## config.mk

```make
export PLATFORM = sky130hd
export DESIGN_NAME = tsense_slave
export DESIGN_NICKNAME = d
export VERILOG_FILES = /design/src/rtl/tsense_pkg.sv /design/src/rtl/tsense_sync.sv /design/src/rtl/tsense_frame_ctl.sv /design/src/rtl/tsense_shift.sv /design/src/rtl/tsense_slave.sv
export SDC_FILE = /design/constraint.sdc
export NUM_CORES = 1
export LEC_CHECK = 0
export BUFFER_PORTS_ARGS = -buffer_cell sky130_fd_sc_hd__buf_4
export CAP_MARGIN = 20
export CORE_AREA = 2 2 81 83
export DETAILED_ROUTE_END_ITERATION = 6
export DIE_AREA = 0 0 83 85
export PLACE_DENSITY = 0.59
export SYNTH_ARGS = -nofsm -noshare
export SYNTH_HDL_FRONTEND = slang
export SYNTH_HIERARCHICAL = 1
export SYNTH_SLANG_ARGS = --single-unit
```

## constraint.sdc

```tcl
create_clock -name clk -period 4.8 [get_ports clk]
set_clock_uncertainty 0.15 [all_clocks]
set_input_delay 0.48 -clock clk [delete_from_list [all_inputs] [get_ports clk]]
set_output_delay 0.48 -clock clk [all_outputs]
set_load 0.01 [all_outputs]
```

## src/rtl/tsense_pkg.sv

```systemverilog
package tsense_pkg;

    typedef enum logic [1:0] {
        PH_OUT  = 2'd0,
        PH_IN   = 2'd1,
        PH_IDLE = 2'd2
    } phase_e;

    typedef struct packed {
        logic rise;
        logic fall;
    } sedge_t;

    typedef struct packed {
        logic out_step;
        logic out_done;
        logic in_step;
        logic in_done;
        logic idle_step;
        logic idle_done;
    } step_t;

    typedef enum logic [1:0] {
        RSP_TEMP = 2'd0,
        RSP_ID   = 2'd1,
        RSP_BAD  = 2'd2
    } rsp_e;

    localparam logic [7:0] SEL_TEMP = 8'h00;
    localparam logic [7:0] SEL_ID   = 8'hFF;

    function automatic rsp_e decode_sel(input logic [7:0] sel);
        if (sel == SEL_TEMP)    return RSP_TEMP;
        else if (sel == SEL_ID) return RSP_ID;
        else                    return RSP_BAD;
    endfunction

endpackage

```

## src/rtl/tsense_sync.sv

```systemverilog
module tsense_sync #(
    parameter int WIDTH  = 2,
    parameter int STAGES = 2
) (
    input  logic             clk,
    input  logic             rst,
    input  logic [WIDTH-1:0] d,
    output logic [WIDTH-1:0] q
);
    logic [STAGES-1:0][WIDTH-1:0] pipe;

    always_ff @(posedge clk) begin
        if (rst) pipe <= '0;
        else     pipe <= {pipe[STAGES-2:0], d};
    end

    assign q = pipe[STAGES-1];
endmodule

```

## src/rtl/tsense_frame_ctl.sv

```systemverilog
module tsense_frame_ctl
    import tsense_pkg::*;
#(
    parameter int WORD_W = 16,
    parameter int CNT_W  = $clog2(WORD_W + 1)
) (
    input  logic             clk,
    input  logic             rst,
    input  logic             sclk_s,
    input  logic             idle_req,
    output phase_e           phase,
    output logic [CNT_W-1:0] cnt,
    output step_t            step
);
    localparam logic [CNT_W-1:0] FULL = CNT_W'(WORD_W);
    localparam logic [CNT_W-1:0] ONE  = CNT_W'(1);

    logic             sclk_q;
    sedge_t           ev;
    logic             fresh;
    phase_e           eff_phase;
    logic [CNT_W-1:0] eff_cnt;
    logic             last;

    always_ff @(posedge clk) begin
        if (rst) sclk_q <= 1'b0;
        else     sclk_q <= sclk_s;
    end

    always_comb begin
        ev.rise   = sclk_s & ~sclk_q;
        ev.fall   = ~sclk_s & sclk_q;
        // a zero count only occurs after reset: treat it as a fresh output phase
        fresh     = (cnt == '0);
        eff_phase = fresh ? PH_OUT : phase;
        eff_cnt   = fresh ? FULL : cnt;
        last      = (eff_cnt == ONE);
        step      = '0;
        case (eff_phase)
            PH_OUT: if (ev.fall) begin
                step.out_done = last;
                step.out_step = !last;
            end
            PH_IN: if (ev.rise) begin
                step.in_done = last;
                step.in_step = !last;
            end
            PH_IDLE: if (ev.rise) begin
                step.idle_done = last;
                step.idle_step = !last;
            end
            default: step = '0;
        endcase
    end

    always_ff @(posedge clk) begin
        if (rst) begin
            phase <= PH_OUT;
            cnt   <= '0;
        end else if (ev.rise || ev.fall) begin
            if (step.out_done) begin
                phase <= PH_IN;
                cnt   <= FULL;
            end else if (step.in_done) begin
                phase <= idle_req ? PH_IDLE : PH_OUT;
                cnt   <= FULL;
            end else if (step.idle_done) begin
                phase <= PH_OUT;
                cnt   <= FULL;
            end else if (step.out_step || step.in_step || step.idle_step) begin
                phase <= eff_phase;
                cnt   <= eff_cnt - ONE;
            end else begin
                phase <= eff_phase;
                cnt   <= eff_cnt;
            end
        end
    end
endmodule

```

## src/rtl/tsense_shift.sv

```systemverilog
module tsense_shift
    import tsense_pkg::*;
#(
    parameter int              WORD_W    = 16,
    parameter logic [WORD_W-1:0] TEMP_CODE = 16'h0B9F,
    parameter logic [WORD_W-1:0] ID_CODE   = 16'h8100
) (
    input  logic              clk,
    input  logic              rst,
    input  step_t             step,
    input  logic              sdi_s,
    output logic [WORD_W:0]   sr,
    output logic [WORD_W-1:0] cfg,
    output logic              bad
);
    logic [WORD_W:0] word_in;

    assign word_in = {sr[WORD_W-1:0], sdi_s};

    always_ff @(posedge clk) begin
        if (rst) begin
            sr  <= '0;
            cfg <= '0;
            bad <= 1'b0;
        end else if (step.out_step) begin
            sr <= {sr[WORD_W-1:0], 1'b0};
        end else if (step.out_done || step.idle_done) begin
            sr <= '0;
        end else if (step.in_step) begin
            sr <= word_in;
        end else if (step.in_done) begin
            cfg <= word_in[WORD_W-1:0];
            case (decode_sel(word_in[7:0]))
                RSP_TEMP: begin
                    sr  <= {1'b0, TEMP_CODE};
                    bad <= 1'b0;
                end
                RSP_ID: begin
                    sr  <= {1'b0, ID_CODE};
                    bad <= 1'b0;
                end
                default: begin
                    sr  <= word_in;
                    bad <= 1'b1;
                end
            endcase
        end
    end
endmodule

```

## src/rtl/tsense_slave.sv

```systemverilog
module tsense_slave
    import tsense_pkg::*;
#(
    parameter int                WORD_W      = 16,
    parameter int                SYNC_STAGES = 2,
    parameter logic [WORD_W-1:0] TEMP_CODE   = 16'h0B9F,
    parameter logic [WORD_W-1:0] ID_CODE     = 16'h8100
) (
    input  logic              clk,
    input  logic              rst,
    input  logic              sclk_i,
    input  logic              sdi_i,
    input  logic              idle_req_i,
    output logic              sdo_o,
    output logic              sdo_oe_o,
    output logic [WORD_W-1:0] cfg_o,
    output logic              bad_cmd_o
);
    localparam int CNT_W = $clog2(WORD_W + 1);

    logic [1:0]       pins_s;
    phase_e           phase;
    logic [CNT_W-1:0] cnt;
    step_t            step;
    logic [WORD_W:0]  sr;

    tsense_sync #(
        .WIDTH (2),
        .STAGES(SYNC_STAGES)
    ) u_sync (
        .clk(clk),
        .rst(rst),
        .d  ({sclk_i, sdi_i}),
        .q  (pins_s)
    );

    tsense_frame_ctl #(
        .WORD_W(WORD_W),
        .CNT_W (CNT_W)
    ) u_ctl (
        .clk     (clk),
        .rst     (rst),
        .sclk_s  (pins_s[1]),
        .idle_req(idle_req_i),
        .phase   (phase),
        .cnt     (cnt),
        .step    (step)
    );

    tsense_shift #(
        .WORD_W   (WORD_W),
        .TEMP_CODE(TEMP_CODE),
        .ID_CODE  (ID_CODE)
    ) u_shift (
        .clk  (clk),
        .rst  (rst),
        .step (step),
        .sdi_s(pins_s[0]),
        .sr   (sr),
        .cfg  (cfg_o),
        .bad  (bad_cmd_o)
    );

    assign sdo_o    = sr[WORD_W];
    assign sdo_oe_o = (phase == PH_OUT);
endmodule

```

* Word level (Yosys, flattened, before mapping)
Cells that the tools add are included.
** Storage, ports and cells
- Bits in registers :: 46
- Output and inout port bits :: 19
** Cells by class
- Add/sub/neg operators :: 1
- Equality and inequality tests :: 5
- Mux-type cells :: 28
- Bitwise gates (word level) :: 7
- Reductions and logical operators :: 15
** Operators by type and width (count)
- $mux W17 :: 4
- $mux W2 :: 17
- $pmux W17 S2 :: 1
- $mux W5 :: 5
- $eq A8 B8 Y1 const B :: 1
- $logic_not A8 Y1 :: 1
- $logic_not A2 Y1 :: 3
- $eq A5 B1 Y1 const B :: 1
- $logic_not A5 Y1 :: 1
- $not A1 Y1 :: 5
- $sub A5 B1 Y5 const B :: 1
- $eq A2 B1 Y1 const B :: 2
- $logic_or A1 B1 Y1 :: 4
- $reduce_and A4 Y1 :: 1
- $reduce_bool A4 Y1 :: 1
- $reduce_or A3 Y1 :: 1
- $and A1 B1 Y1 :: 2
- $eq A2 B2 Y1 const B :: 1
- $reduce_bool A2 Y1 :: 1
- $reduce_or A2 Y1 :: 1
- $logic_not A1 Y1 :: 1
- $mux W1 :: 1

* Logic depth before layout (Yosys ltp)
- Depth after elaboration :: 17
- Depth in mapped cells :: 13
- Depth with buffers taken out :: 9

* Hierarchy
The synthesis kept the hierarchy.
** By module, submodules not included
- tsense_shift :: times used 1, cells an instance 172, area an instance 1391.3 sq um, seq. area each 680.7 sq um
- tsense_frame_ctl :: times used 1, cells an instance 78, area an instance 603.1 sq um, seq. area each 160.2 sq um
- tsense_sync :: times used 1, cells an instance 10, area an instance 120.1 sq um, seq. area each 80.1 sq um
- tsense_slave :: times used 1, cells an instance 1, area an instance 3.8 sq um, seq. area each 0.0 sq um

* Least setup slack after synthesis
No wires, ideal clock.
- Path type :: register to register
- Start point :: register u_ctl.cnt[0]
- End point :: register u_shift.bad
- Library setup time :: 0.132 ns
- Arrival :: 2.447 ns
- Required time :: 4.518 ns
- Path slack :: 2.071 ns
- Cell stages (with the launch flop) :: 13
- Clock period less this slack :: 2.729 ns
- Path through :: dfxtp_1 > inv_1 > ha_1 > or4b_4 > nand3_1 > nor2_1 > clkbuf_1 > nor4_1 > buf_2 > nand2_1 > clkbuf_1 > nand2_1 > a21oi_1
** RTL lines
- from (decl) :: line tsense_frame_ctl.sv:12 : output logic [CNT_W-1:0] cnt,
- from (signal assigned) :: line tsense_frame_ctl.sv:72 : cnt <= eff_cnt - ONE;
- from (signal assigned) :: line tsense_frame_ctl.sv:75 : cnt <= eff_cnt;
- to (signal assigned) :: line tsense_shift.sv:24 : bad <= 1'b0;
- to (signal assigned) :: line tsense_shift.sv:36 : bad <= 1'b0;
- to (signal assigned) :: line tsense_shift.sv:40 : bad <= 1'b0;
- to (decl) :: line tsense_shift.sv:14 : output logic bad

==> impl_metrics.csv <==
group,metric,value,unit
synth,synth_nets,270,
sta,period_minus_slack,3.40,ns
worst_setup_path,worst_path_largest_cell_delay,0.79,ns
hold_path,hold_class,"in2reg",
flow_run,drv_cap,0,
cts,holdBufCountCts,0,
floorplanning,die_y,85,um
pwr,powerDensity,276,mW/mm^2
global_route,grt_pass1_vias,1635,
cts,clock_path_buffers,2,
cts,numClockSinks,46,
cts,clk_pin_slew,0.08,ns
sta,max_freq,294,MHz
worst_setup_path,reg2reg_to,"u_shift/bad$_SDFFE_PP0P_",
route,dr_total_vias,1851,
placed_design,gp_congestion,0.859,
finish,final_nets,285,
route,finalWirelength,4450,um
sta,fin_crit_sh,70.9,%
global_route,grt_max_degree,42,
sta,setup_viol,0,
finish,drive_above_1_share,15.9,%
global_route,grt_util_all_layers,13.0,%
sta,drv_slew,0,
worst_setup_path,cp-start-kind,"register",
route,vias_per_cell,5.24,
sta,hold-worst-slack,0.249,ns
sta,relSlewSlack,44.0,%
placed_design,hpwl,3030,um
run_status,outcome,"finished, final reports clean",
worst_setup_path,cpMaxStageDelayCell,"nor4_2",
cts,cts_tree,"built",
hold_path,min_from,"sclk_i",
worst_setup_path,critPathTopFamily,"simple AND/OR/NAND/NOR gates",
worst_setup_path,cp.required,4.88,ns
pwr,swShare,23.7,%
cts,numCtsBuffers,5,
pwr,clkPwrFrac,34.2,%
route,route.detailed.drc,0,
global_route,antenna_found_initial,0,
worst_setup_path,crit_top_cell,"nand3_1",
finish,fillCellCount,642,
route,antenna_left,0,
floorplanning,die_area,0.00706,mm^2
pwr,seq_power_share,58.9,%
worst_setup_path,r2r_start,"u_ctl/cnt[0]$_SDFFE_PP0P_",
synth,synth_cells,260,
cts,post_cts_buffers,0,
global_route,grt_pass1_wl,7650,um
worst_setup_path,crit_path_end_kind,"register",
finish,syn_to_final_growth,14.2,%
sta,finalSetupTns,0,ns
floorplanning,row_count,29,
finish,antenna_cells,0,
worst_setup_path,r2r_setup_slack,1.40,ns
synth,yosysWarningCount,6,
floorplanning,initial_core_util,34.1,%
sta,finalHoldViolCount,0,
cts,cts_resized,0,
floorplanning,design.core.area,0.00620,mm^2
worst_setup_path,crit_arrival,3.48,ns
pwr,peakVddDrop,0.120,mV
floorplanning,io-pin-count,24,
floorplanning,die_w,83,um
placed_design,port_buffers,23,
worst_setup_path,worstSetupStartpoint,"u_ctl/cnt[0]$_SDFFE_PP0P_",
worst_setup_path,crit_chain,"inv_1 -> ha_1 -> or4b_4 -> nand3_1 -> nor2_1 -> nor4_2 -> and2_1 -> nand3_1 -> a21oi_1",
global_route,grt.overflow.total,0,
pwr,p_leak,0.879,nW
sta,rsz0062_at_grt,"no",
worst_setup_path,crit_fanout,17,
cts,htreeDepth,2,
hold_path,holdPathStages,2,
synth,syn_area,0.00211,mm^2
cts,clock_latency,0.29,ns
worst_setup_path,crit_type,"reg2reg",
cts,cts-root-buf,"clkbuf_8",
synth,syn_area_per_cell,8.13,um^2
hold_path,hold_path_end,"u_sync/pipe[1]$_SDFF_PP0_",
pwr,combPwrFrac,7.0,%
route,post_drt_wl_per_cell,12.6,um
sta,worst_pin_slew,0.834,ns
worst_setup_path,r2r_cells,9,
pwr,intPower,508,uW
worst_setup_path,cp_num_buf_inv,1,
route,drt_iter0_markers,120,
pwr,switchingPower,158,uW
route,firstDrtPassIters,4,
==> layout make-up <==
cell class	count	area (um^2)	area share, %
clock inverters	2	13.8	0.570
repair buffers	25	188	7.77
flip-flops and latches	46	921	38.1
inverters	7	26.3	1.09
well taps	77	96.3	3.99
clock buffers	6	72.6	3.01
multi-input cells	190	1100	45.4
==> routing by layer <==
metal	up-vias	GRT usage, %	share of wire, %
met1	858	18.1	51
met4	0	4.17	0.94
met3	6	3.40	3.2
met2	37	19.8	45
li1	950	-	-
met5	-	0	0
==> flip-flops by register name (all words and copies together), names as in the netlist <==
signal / count
u_sync/pipe: 2
u_sync/q: 2
u_shift/cfg: 16
u_ctl/sclk_q: 1
u_ctl/phase: 2
u_shift/sr: 17
u_shift/bad: 1
u_ctl/cnt: 5
==> stage by stage <==
step	setup slack (ns)	cells	utilization [%]	cell area [um^2]	power, mW
after global routing	0.994	353	38.9	2410	0.701
final	1.40	353	38.9	2410	0.666
after global placement	1.51	345	37.5	2330	0.447
after floorplan	2.07	260	-	2110	0.436
after CTS	1.38	353	38.9	2410	0.677
after detailed placement	1.40	345	37.5	2330	0.447
==> power by group through the flow <==
stage               sequential (mW)  combinational [mW]  clock, mW
finish                        0.392              0.0465      0.227
global route                  0.393              0.0518      0.256
CTS                           0.392              0.0463      0.239
detailed placement            0.401              0.0462          0
global placement              0.401              0.0467          0
floorplan                     0.399              0.0367          0
==> placed cells by master (no fill, tap or decap), types with 2 or more instances in the layout <==
cell type  count
a32o_1         7
dfxtp_1       46
or4_1          4
o21ai_1        2
o21ai_0       13
inv_1          7
nor3_1         3
nor2_1        28
a21oi_1       33
nor2b_1        6
ha_1           5
nand2_1       37
nand3_1       18
buf_4         25
mux2i_1        2
nand4_1        2
o311ai_0       2
clkbuf_8       5
a31oi_1        2
==> worst max-delay path by stage <==
stage | cells past startpoint | slack [ns] | to
3_3_place_gp | 9 | 1.51 | u_shift/bad$_SDFFE_PP0P_
3_5_place_dp | 9 | 1.40 | u_shift/bad$_SDFFE_PP0P_
6_report | 9 | 1.40 | u_shift/bad$_SDFFE_PP0P_
4_1_cts | 9 | 1.38 | u_shift/bad$_SDFFE_PP0P_
2_1_floorplan | 12 | 2.07 | u_shift/bad$_SDFFE_PP0P_
5_1_grt | 9 | 0.99 | u_shift/cfg[11]$_SDFFE_PP0P_
==> worst register-to-register path, delay by kind of cell, from the launching register on <==
kind,cells,cell delay [ns]
flops,1,0.33
buf+inv,1,0.11
fa+ha+maj,1,0.25
compound gates,1,0.16
simple gates,6,2.34
(Power assumes the default switching activity.)
